<file path="config.mk">
export PLATFORM = sky130hd
export DESIGN_NAME = rtc_bcd_calendar
export DESIGN_NICKNAME = d
export VERILOG_FILES = /design/src/rtl/rtc_pkg.sv /design/src/rtl/rtc_tick_divider.sv /design/src/rtl/rtc_calendar_core.sv /design/src/rtl/rtc_bcd_calendar.sv
export SDC_FILE = /design/constraint.sdc
export NUM_CORES = 1
export LEC_CHECK = 0
export ABC_AREA = 1
export BUFFER_PORTS_ARGS = -buffer_cell sky130_fd_sc_hd__buf_2
export CAP_MARGIN = 20
export CORE_ASPECT_RATIO = 0.9
export CORE_MARGIN = 2
export CORE_UTILIZATION = 35
export CTS_BUF_LIST = sky130_fd_sc_hd__clkbuf_8
export DETAILED_ROUTE_END_ITERATION = 10
export SETUP_SLACK_MARGIN = 0.2
export SYNTH_ARGS = -nofsm -noshare
export SYNTH_HDL_FRONTEND = slang
export SYNTH_HIERARCHICAL = 1
export SYNTH_SLANG_ARGS = --single-unit
</file>
<file path="constraint.sdc">
create_clock -name clk -period 3.7 [get_ports clk]
set_input_delay 0.74 -clock clk [delete_from_list [all_inputs] [get_ports clk]]
set_output_delay 0.74 -clock clk [all_outputs]
set_load 0.005 [all_outputs]
</file>
<file path="src/rtl/rtc_pkg.sv">
package rtc_pkg;
  localparam int unsigned NREG = 8;

  typedef enum logic [2:0] {
    REG_HSEC = 3'd0, REG_SEC = 3'd1, REG_MIN = 3'd2, REG_HOUR = 3'd3,
    REG_DOW = 3'd4, REG_DATE = 3'd5, REG_MONTH = 3'd6, REG_YEAR = 3'd7
  } rtc_reg_e;

  // increment a two-digit BCD value (no range wrap)
  function automatic logic [7:0] bcd_inc(logic [7:0] v);
    if (v[3:0] == 4'd9) return {v[7:4] + 4'd1, 4'd0};
    return {v[7:4], v[3:0] + 4'd1};
  endfunction

  function automatic logic leap_year(logic [7:0] yr);
    logic [6:0] b;
    b = {3'b000, yr[7:4]} * 7'd10 + {3'b000, yr[3:0]};
    return b[1:0] == 2'b00;
  endfunction

  function automatic logic [7:0] month_last_day(logic [7:0] mon, logic [7:0] yr);
    case (mon)
      8'h02: return leap_year(yr) ? 8'h29 : 8'h28;
      8'h04, 8'h06, 8'h09, 8'h11: return 8'h30;
      default: return 8'h31;
    endcase
  endfunction

  function automatic logic [7:0] reg_mask(logic [2:0] idx);
    case (rtc_reg_e'(idx))
      REG_SEC, REG_MIN: return 8'h7F;
      REG_HOUR:         return 8'hBF;
      REG_DOW:          return 8'h07;
      REG_DATE:         return 8'h3F;
      REG_MONTH:        return 8'h1F;
      default:          return 8'hFF;
    endcase
  endfunction

  function automatic logic [7:0] reg_reset(logic [2:0] idx);
    case (rtc_reg_e'(idx))
      REG_DOW, REG_DATE, REG_MONTH: return 8'h01;
      default: return 8'h00;
    endcase
  endfunction
endpackage

</file>
<file path="src/rtl/rtc_tick_divider.sv">
module rtc_tick_divider #(
  parameter int unsigned BASE_HZ = 32768,
  parameter int unsigned OUT_HZ  = 100
) (
  input  logic clk,
  input  logic rst_n,
  input  logic tick_in,
  input  logic clr,
  output logic step
);
  localparam int unsigned AW = $clog2(BASE_HZ + OUT_HZ) + 1;

  logic [AW-1:0] acc;
  logic [AW-1:0] sum;

  assign sum  = acc + AW'(OUT_HZ);
  assign step = tick_in && (sum >= AW'(BASE_HZ));

  always_ff @(posedge clk) begin
    if (!rst_n || clr) acc <= '0;
    else if (tick_in)  acc <= step ? sum - AW'(BASE_HZ) : sum;
  end
endmodule

</file>
<file path="src/rtl/rtc_calendar_core.sv">
module rtc_calendar_core
  import rtc_pkg::*;
(
  input  logic       clk,
  input  logic       rst_n,
  input  logic       step,
  input  logic       wr_en,
  input  logic [2:0] wr_addr,
  input  logic [7:0] wr_data,
  output logic [63:0] view,
  output logic       adv_min,
  output logic       adv_day,
  output logic       adv_month,
  output logic       adv_cent
);
  logic [7:0] f   [NREG];
  logic [7:0] nxt [NREG];
  logic adv_sec, adv_hour, adv_year;
  logic [7:0] hour_inc;

  assign adv_sec   = step && f[REG_HSEC] == 8'h99;
  assign adv_min   = adv_sec && f[REG_SEC] == 8'h59;
  assign adv_hour  = adv_min && f[REG_MIN] == 8'h59;
  assign adv_day   = adv_hour && f[REG_HOUR][5:0] == 6'h23;
  assign adv_month = adv_day && f[REG_DATE] == month_last_day(f[REG_MONTH], f[REG_YEAR]);
  assign adv_year  = adv_month && f[REG_MONTH] == 8'h12;
  assign adv_cent  = adv_year && f[REG_YEAR] == 8'h99;
  assign hour_inc  = bcd_inc({2'b00, f[REG_HOUR][5:0]});

  always_comb begin
    nxt = f;
    if (step)     nxt[REG_HSEC]  = adv_sec ? 8'h00 : bcd_inc(f[REG_HSEC]);
    if (adv_sec)  nxt[REG_SEC]   = adv_min ? 8'h00 : bcd_inc(f[REG_SEC]);
    if (adv_min)  nxt[REG_MIN]   = adv_hour ? 8'h00 : bcd_inc(f[REG_MIN]);
    if (adv_hour) nxt[REG_HOUR]  = {f[REG_HOUR][7], 1'b0, adv_day ? 6'h00 : hour_inc[5:0]};
    if (adv_day) begin
      nxt[REG_DOW]  = (f[REG_DOW] == 8'h07) ? 8'h01 : bcd_inc(f[REG_DOW]);
      nxt[REG_DATE] = adv_month ? 8'h01 : bcd_inc(f[REG_DATE]);
    end
    if (adv_month) nxt[REG_MONTH] = adv_year ? 8'h01 : bcd_inc(f[REG_MONTH]);
    if (adv_year)  nxt[REG_YEAR]  = adv_cent ? 8'h00 : bcd_inc(f[REG_YEAR]);
    if (adv_cent)  nxt[REG_HOUR][7] = ~f[REG_HOUR][7];
  end

  always_ff @(posedge clk) begin
    for (int i = 0; i < NREG; i++) begin
      if (!rst_n)
        f[i] <= reg_reset(3'(i));
      else if (wr_en && wr_addr == 3'(i))
        f[i] <= wr_data & reg_mask(3'(i));
      else
        f[i] <= nxt[i];
    end
  end

  for (genvar g = 0; g < NREG; g++) begin : g_view
    assign view[8*g +: 8] = f[g];
  end
endmodule

</file>
<file path="src/rtl/rtc_bcd_calendar.sv">
module rtc_bcd_calendar #(
  parameter int unsigned BASE_HZ = 32768,
  parameter int unsigned OUT_HZ  = 100
) (
  input  logic        clk,
  input  logic        rst_n,
  input  logic        tick_32k,
  input  logic        wr_en,
  input  logic [2:0]  wr_addr,
  input  logic [7:0]  wr_data,
  output logic [63:0] time_view
);
  logic hit_100;
  logic clr_div;
  logic adv_min, adv_day, adv_month, adv_cent;

  assign clr_div = wr_en && wr_addr == 3'd0;

  rtc_tick_divider #(.BASE_HZ(BASE_HZ), .OUT_HZ(OUT_HZ)) u_div (
    .clk(clk), .rst_n(rst_n), .tick_in(tick_32k), .clr(clr_div), .step(hit_100)
  );

  rtc_calendar_core u_core (
    .clk(clk), .rst_n(rst_n), .step(hit_100),
    .wr_en(wr_en), .wr_addr(wr_addr), .wr_data(wr_data),
    .view(time_view), .adv_min(adv_min), .adv_day(adv_day),
    .adv_month(adv_month), .adv_cent(adv_cent)
  );
endmodule

</file>
# Word-level counts from Yosys, hierarchy flattened

Cells that the tools add are included.

Output and inout bits: 64
Flip-flop bits (word level): 81
Input port bits: 15

Bitwise operators: 9
$lt $le $gt $ge: 1
Eq/ne operators: 28
$add $sub $neg: 19
Multiplexer cells: 74
Reductions and logical operators: 46
Multiply operators: 1

Operators by type and width:

| kind                                                                                   | number |
|---|---|
| 8-bit two-way mux                                                                      | 50 |
| 8-bit bitwise AND                                                                      | 8 |
| 4-bit by 1-bit adder with 4-bit output (second input constant)                         | 15 |
| 4-bit == test (second input constant)                                                  | 8 |
| 8-bit by 3-bit == test with 1-bit output (second input constant)                       | 3 |
| 3-bit nonzero test                                                                     | 8 |
| 6-bit two-way mux                                                                      | 3 |
| 2-bit nonzero test                                                                     | 9 |
| 17-bit by 7-bit adder with 17-bit output (second input constant)                       | 1 |
| 17-bit by 16-bit greater-or-equal comparator with 1-bit output (second input constant) | 1 |
| 1-bit two-way mux                                                                      | 17 |
| 17-bit two-way mux                                                                     | 1 |
| 17-bit by 16-bit subtractor with 17-bit output (second input constant)                 | 1 |
| 8-bit by 5-bit == test with 1-bit output (second input constant)                       | 2 |
| 8-bit by 7-bit == test with 1-bit output (second input constant)                       | 2 |
| 8-bit == test (second input constant)                                                  | 2 |
| 1-bit logical AND                                                                      | 16 |
| 16-bit two-way mux                                                                     | 1 |
| 8-bit one-hot mux with 2 select lines                                                  | 1 |
| 2-bit AND reduction                                                                    | 8 |
| 3-bit == test (second input constant)                                                  | 4 |
| 8-bit by 2-bit == test with 1-bit output (second input constant)                       | 1 |
| 8-bit by 4-bit == test with 1-bit output (second input constant)                       | 1 |
| 8-bit == test                                                                          | 1 |
| 13 further kinds                                                                       | 14 |

# Longest topological paths before layout

Depth after elaboration: 14
Mapped depth: 24

# By module

Netlist, hierarchy kept.

Modules (own cells, without submodules):

| module            | sequential area each (sq um) | area an instance (sq um) | cells each | times used |
|---|---|---|---|---|
| rtc_calendar_core | 1,261.2                      | 4,267.8                  | 639        | 1 |
| rtc_tick_divider  | 300.3                        | 1,059.8                  | 170        | 1 |
| rtc_bcd_calendar  | 0.0                          | 22.5                     | 6          | 1 |

# Least setup slack after synthesis

No wires, ideal clock.

Path kind: reg2reg
From: register u_div.acc[2]
To: register u_core.f (netlist bit u_core/view[60])
Stages on the path, launching flop included: 24
Data required time: 3.587 ns
Slack: 0.805 ns
Library setup time: 0.113 ns
Data arrival time: 2.782 ns
Period minus slack after synthesis: 2.895 ns
Cells stage by stage: dfxtp_1 ha_1 nand2_2 nand2_4 nand2_1 nor2_1 nand2_1 nand2_1 inv_1 ha_1 a21oi_1 nand2_1 inv_1 nand2_4 nor2_8 nand3_4 nor2_8 nand3_2 nor2_4 nand2_4 nand2_4 nand2_4 nor2_1 nor2_1

Longest elaborated chain between the ends: 13
Elaborated cells between the ends (all ways): 16

RTL lines:

| element                                                          | RTL line                | RTL |
|---|---|---|
| start, declared                                                  | rtc_tick_divider.sv:13  | `logic [AW-1:0] acc;` |
| start signal, assigned                                           | rtc_tick_divider.sv:21  | `else if (tick_in) acc <= step ? sum - AW'(BASE_HZ) : sum;` |
| 17-bit by 7-bit adder with 17-bit output *                       | rtc_tick_divider.sv:16  | `assign sum = acc + AW'(OUT_HZ);` |
| 17-bit by 16-bit greater-or-equal comparator with 1-bit output * | rtc_tick_divider.sv:17  | `assign step = tick_in && (sum >= AW'(BASE_HZ));` |
| 1-bit logical AND *                                              | rtc_tick_divider.sv:17  |  |
| named net hit_100                                                | rtc_bcd_calendar.sv:13  | `logic hit_100;` |
| 1-bit logical AND *                                              | rtc_calendar_core.sv:21 | `assign adv_sec = step && f[REG_HSEC] == 8'h99;` |
| 1-bit logical AND *                                              | rtc_calendar_core.sv:22 | `assign adv_min = adv_sec && f[REG_SEC] == 8'h59;` |
| 1-bit logical AND *                                              | rtc_calendar_core.sv:23 | `assign adv_hour = adv_min && f[REG_MIN] == 8'h59;` |
| 1-bit logical AND *                                              | rtc_calendar_core.sv:24 | `assign adv_day = adv_hour && f[REG_HOUR][5:0] == 6'h23;` |
| named net adv_day                                                | rtc_bcd_calendar.sv:15  | `logic adv_min, adv_day, adv_month, adv_cent;` |
| 1-bit logical AND *                                              | rtc_calendar_core.sv:25 | `assign adv_month = adv_day && f[REG_DATE] == month_last_day(f[REG_MONTH], f[REG_YEAR]);` |
| 1-bit logical AND *                                              | rtc_calendar_core.sv:26 | `assign adv_year = adv_month && f[REG_MONTH] == 8'h12;` |
| 1-bit logical AND                                                | rtc_calendar_core.sv:27 | `assign adv_cent = adv_year && f[REG_YEAR] == 8'h99;` |
| 8-bit two-way mux (2 in a row)                                   | rtc_calendar_core.sv:41 | `if (adv_year) nxt[REG_YEAR] = adv_cent ? 8'h00 : bcd_inc(f[REG_YEAR]);` |
| 8-bit two-way mux                                                | rtc_calendar_core.sv:49 | `else if (wr_en && wr_addr == 3'(i))` |
| end signal, assigned by index                                    | rtc_calendar_core.sv:48 | `f[i] <= reg_reset(3'(i));` |
| end signal, assigned by index                                    | rtc_calendar_core.sv:50 | `f[i] <= wr_data & reg_mask(3'(i));` |
| end signal, assigned by index                                    | rtc_calendar_core.sv:52 | `f[i] <= nxt[i];` |
| end, declared                                                    | rtc_calendar_core.sv:16 | `logic [7:0] f [NREG];` |

The timed path passes the listed nets; every way through them passes the cells marked *. The select of a mux whose other input is x is not followed.
A chain may end at the register's enable or synchronous reset.

# Worst setup path after layout

From: register u_div.acc[2]
To: register u_core.f (netlist bit u_core/view[62])

Same word-level chain as after synthesis.

==> results_dict.tcl <==
set metrics [dict create \
    outcome "finished, final reports clean" \
    grt_pass1_wl_um 23580 \
    rr_endpoint "u_core/view[62]" \
    maxCapViolCount 0 \
    fin_ws_ns 0.5779 \
    die_area_sq_um 16250 \
    tns_ns 0 \
    die_w_um 134.2 \
    drtIter0Drc 423 \
    via_count 5257 \
    synth_nets 859 \
    arrival_ns 3.43 \
    areaGrowthSynthToFinish_pct 15.76 \
    wl_per_cell_um 12.94 \
    numCtsBuffers 9 \
    wl_um 14140 \
    holdCritStartpoint "u_div/acc[3]" \
    grt_usage_pct 18.17 \
    max_freq_mhz 320.3 \
    viasPerCell 4.810 \
    cp_slowest_cell "dfxtp_2" \
    critical_path.max_stage_delay_ns 0.37 \
    clock_sinks 78 \
    yosysWarningCount 6 \
    crit_path_start_kind "flip-flop" \
    first_global_vias 4789 \
    post-place-ws_ns 0.4417 \
    critPathMostFrequentCell "nand2_1" \
    rsz0062_at_grt "no" \
    path_cells "ha_1, nand2_2, nand2_4, nand2_1, nor2_1, nand2_1, nand2_1, inv_1, ha_1, a21oi_2, nand2_1, inv_1, nand2_4, nor2_8, nand3_4, nor2_8, nand3_2, nor2_4, nand2_4, nand2_4, nand2_4, nand2_1, nand2_1, nor2_1" \
    crit_buf_inv 2 \
    power_leakage_nw 3.097 \
    gp_congestion 0.8785 \
    p_total_mw 1.853 \
    dpl-instance-area_sq_um 5931 \
    instances_no_fill 1093 \
    port_buffers 77 \
    cts_tree "built" \
    finalCriticalPeriod_ns 3.122 \
    design_area_sq_um 6177 \
    syn_inst 812 \
    grt_max_degree 25 \
    rows 42 \
    reg2reg_depth 24 \
    critPathKind "reg -> reg" \
    ctsLongestPathBuffers 2 \
    postCtsHoldBufs 0 \
    rrSetupSlack_ns 0.58 \
    multi_input_area_sq_um 3213 \
    initial_core_util_pct 36.01 \
    seq_area_sq_um 1564 \
    h-tree-depth 3 \
    finalMaxSlewViolations 0 \
    insertion_delay_ns 0.36 \
    drc_errors 0 \
    hold_depth 2 \
    nFillCells 1615 \
    end_kind "flip-flop" \
    avgSynthCellArea_sq_um 6.572 \
    cp.required_ns 4.01 \
    hold_viol 0 \
    root_buffer "clkbuf_8" \
    skew_ns 0.006376 \
    final_layout_size_suffix_gt1_share_pct 16.20 \
    ant_nets 0 \
    dp_hpwl_um 10620 \
    drt_first_pass_iters 5 \
    min_to "u_div/acc[3]" \
    die_y_um 121.1 \
    worst_pin_slew_ns 0.7395 \
    cp_max_fo 9 \
    synth_area_sq_um 5336 \
    ir_drop_mv 0.2172 \
    finalSetupViolCount 0 \
    antenna_found_initial 0 \
    period_share_pct 84.38 \
    relSlewSlack_pct 50.18 \
    power_density_nw_per_um2 300.0 \
    hold_class "reg -> reg" \
    fin_nets 938 \
    path_clk_slew_ns 0.08 \
    critPathTopFamily "simple AND/OR/NAND/NOR gates" \
    dp_cells 1077 \
    diodes 0 \
    timing.rr.start "u_div/acc[2]" \
    grt_overflow_total 0 \
    core_sq_um 14820 \
    pin_count 79 \
]
layout by cell type, fill, tap and decap left out, types with 12 or more instances in the layout:
master and instances:
a21oi_1 44, o211ai_1 14, dfxtp_1 76, xor2_1 12, o22ai_1 19, ha_1 32
nor2_1 111, xnor2_1 13, o21ai_0 27, buf_2 77, nand3_1 56, nand2_1 176
inv_1 128
cell type report:
class                      instances  share of cell area (%)
sequential                        78                   25.32
inverter                         135                   8.203
timing repair buffer              82                   6.846
tap                              198                   4.011
clock inverter                     4                   1.155
clock buffer                      11                   2.451
multi-input combinational        585                   52.02
flip-flops by register name (all words and copies together), names as in the netlist:
register and cells:
u_core/view 63, u_div/acc 15
where the power goes:
| group | total [mW] | leakage, nW | internal, mW | switching [mW] |
|---|---|---|---|---|
| clock | 0.740 | 0.113 | 0.411 | 0.329 |
| sequential | 0.895 | 0.634 | 0.863 | 0.0325 |
| combinational | 0.218 | 2.35 | 0.0754 | 0.143 |
| total | 1.85 | 3.10 | 1.35 | 0.504 |
worst max path at each step:
stage	slack (ns)	to	cells after the start	from
3_3_place_gp	0.53	u_core/view[49]	23	u_div/acc[2]
2_1_floorplan	0.81	u_core/view[60]	23	u_div/acc[2]
6_report	0.58	u_core/view[62]	24	u_div/acc[2]
3_5_place_dp	0.44	u_core/view[49]	23	u_div/acc[2]
5_1_grt	0.21	u_core/view[62]	24	u_div/acc[2]
4_1_cts	0.43	u_core/view[49]	23	u_div/acc[2]
per-stage QoR:
stage / utilization (%) / hold WS [ns]
2_1_floorplan: - / 0.4799
6_report: 41.68 / 0.4981
3_5_place_dp: 40.02 / 0.4945
4_1_cts: 41.52 / 0.5067
3_3_place_gp: 40.02 / 0.4894
5_1_grt: 41.68 / 0.5329
worst min-delay path: stages, from the launching register on:
cell and delay, ns:
dfxtp_2 0.34, nand2_1 0.06, a21oi_1 0.05
repair_timing:
item                                    in CTS  in global routing
resized for setup                            0                  5
endpoints found under the setup margin       0                 24
setup buffers                                0                  1
layer usage:
metal  global-route usage, %  vias to the layer above  wire, um
li1                        -                     2767         -
met1                   25.37                     2342      7138
met2                   28.21                      129      6090
met3                   4.261                       19       678
met4                   4.737                        0       230
met5                       0                        -         0
(Power assumes the default switching activity.)
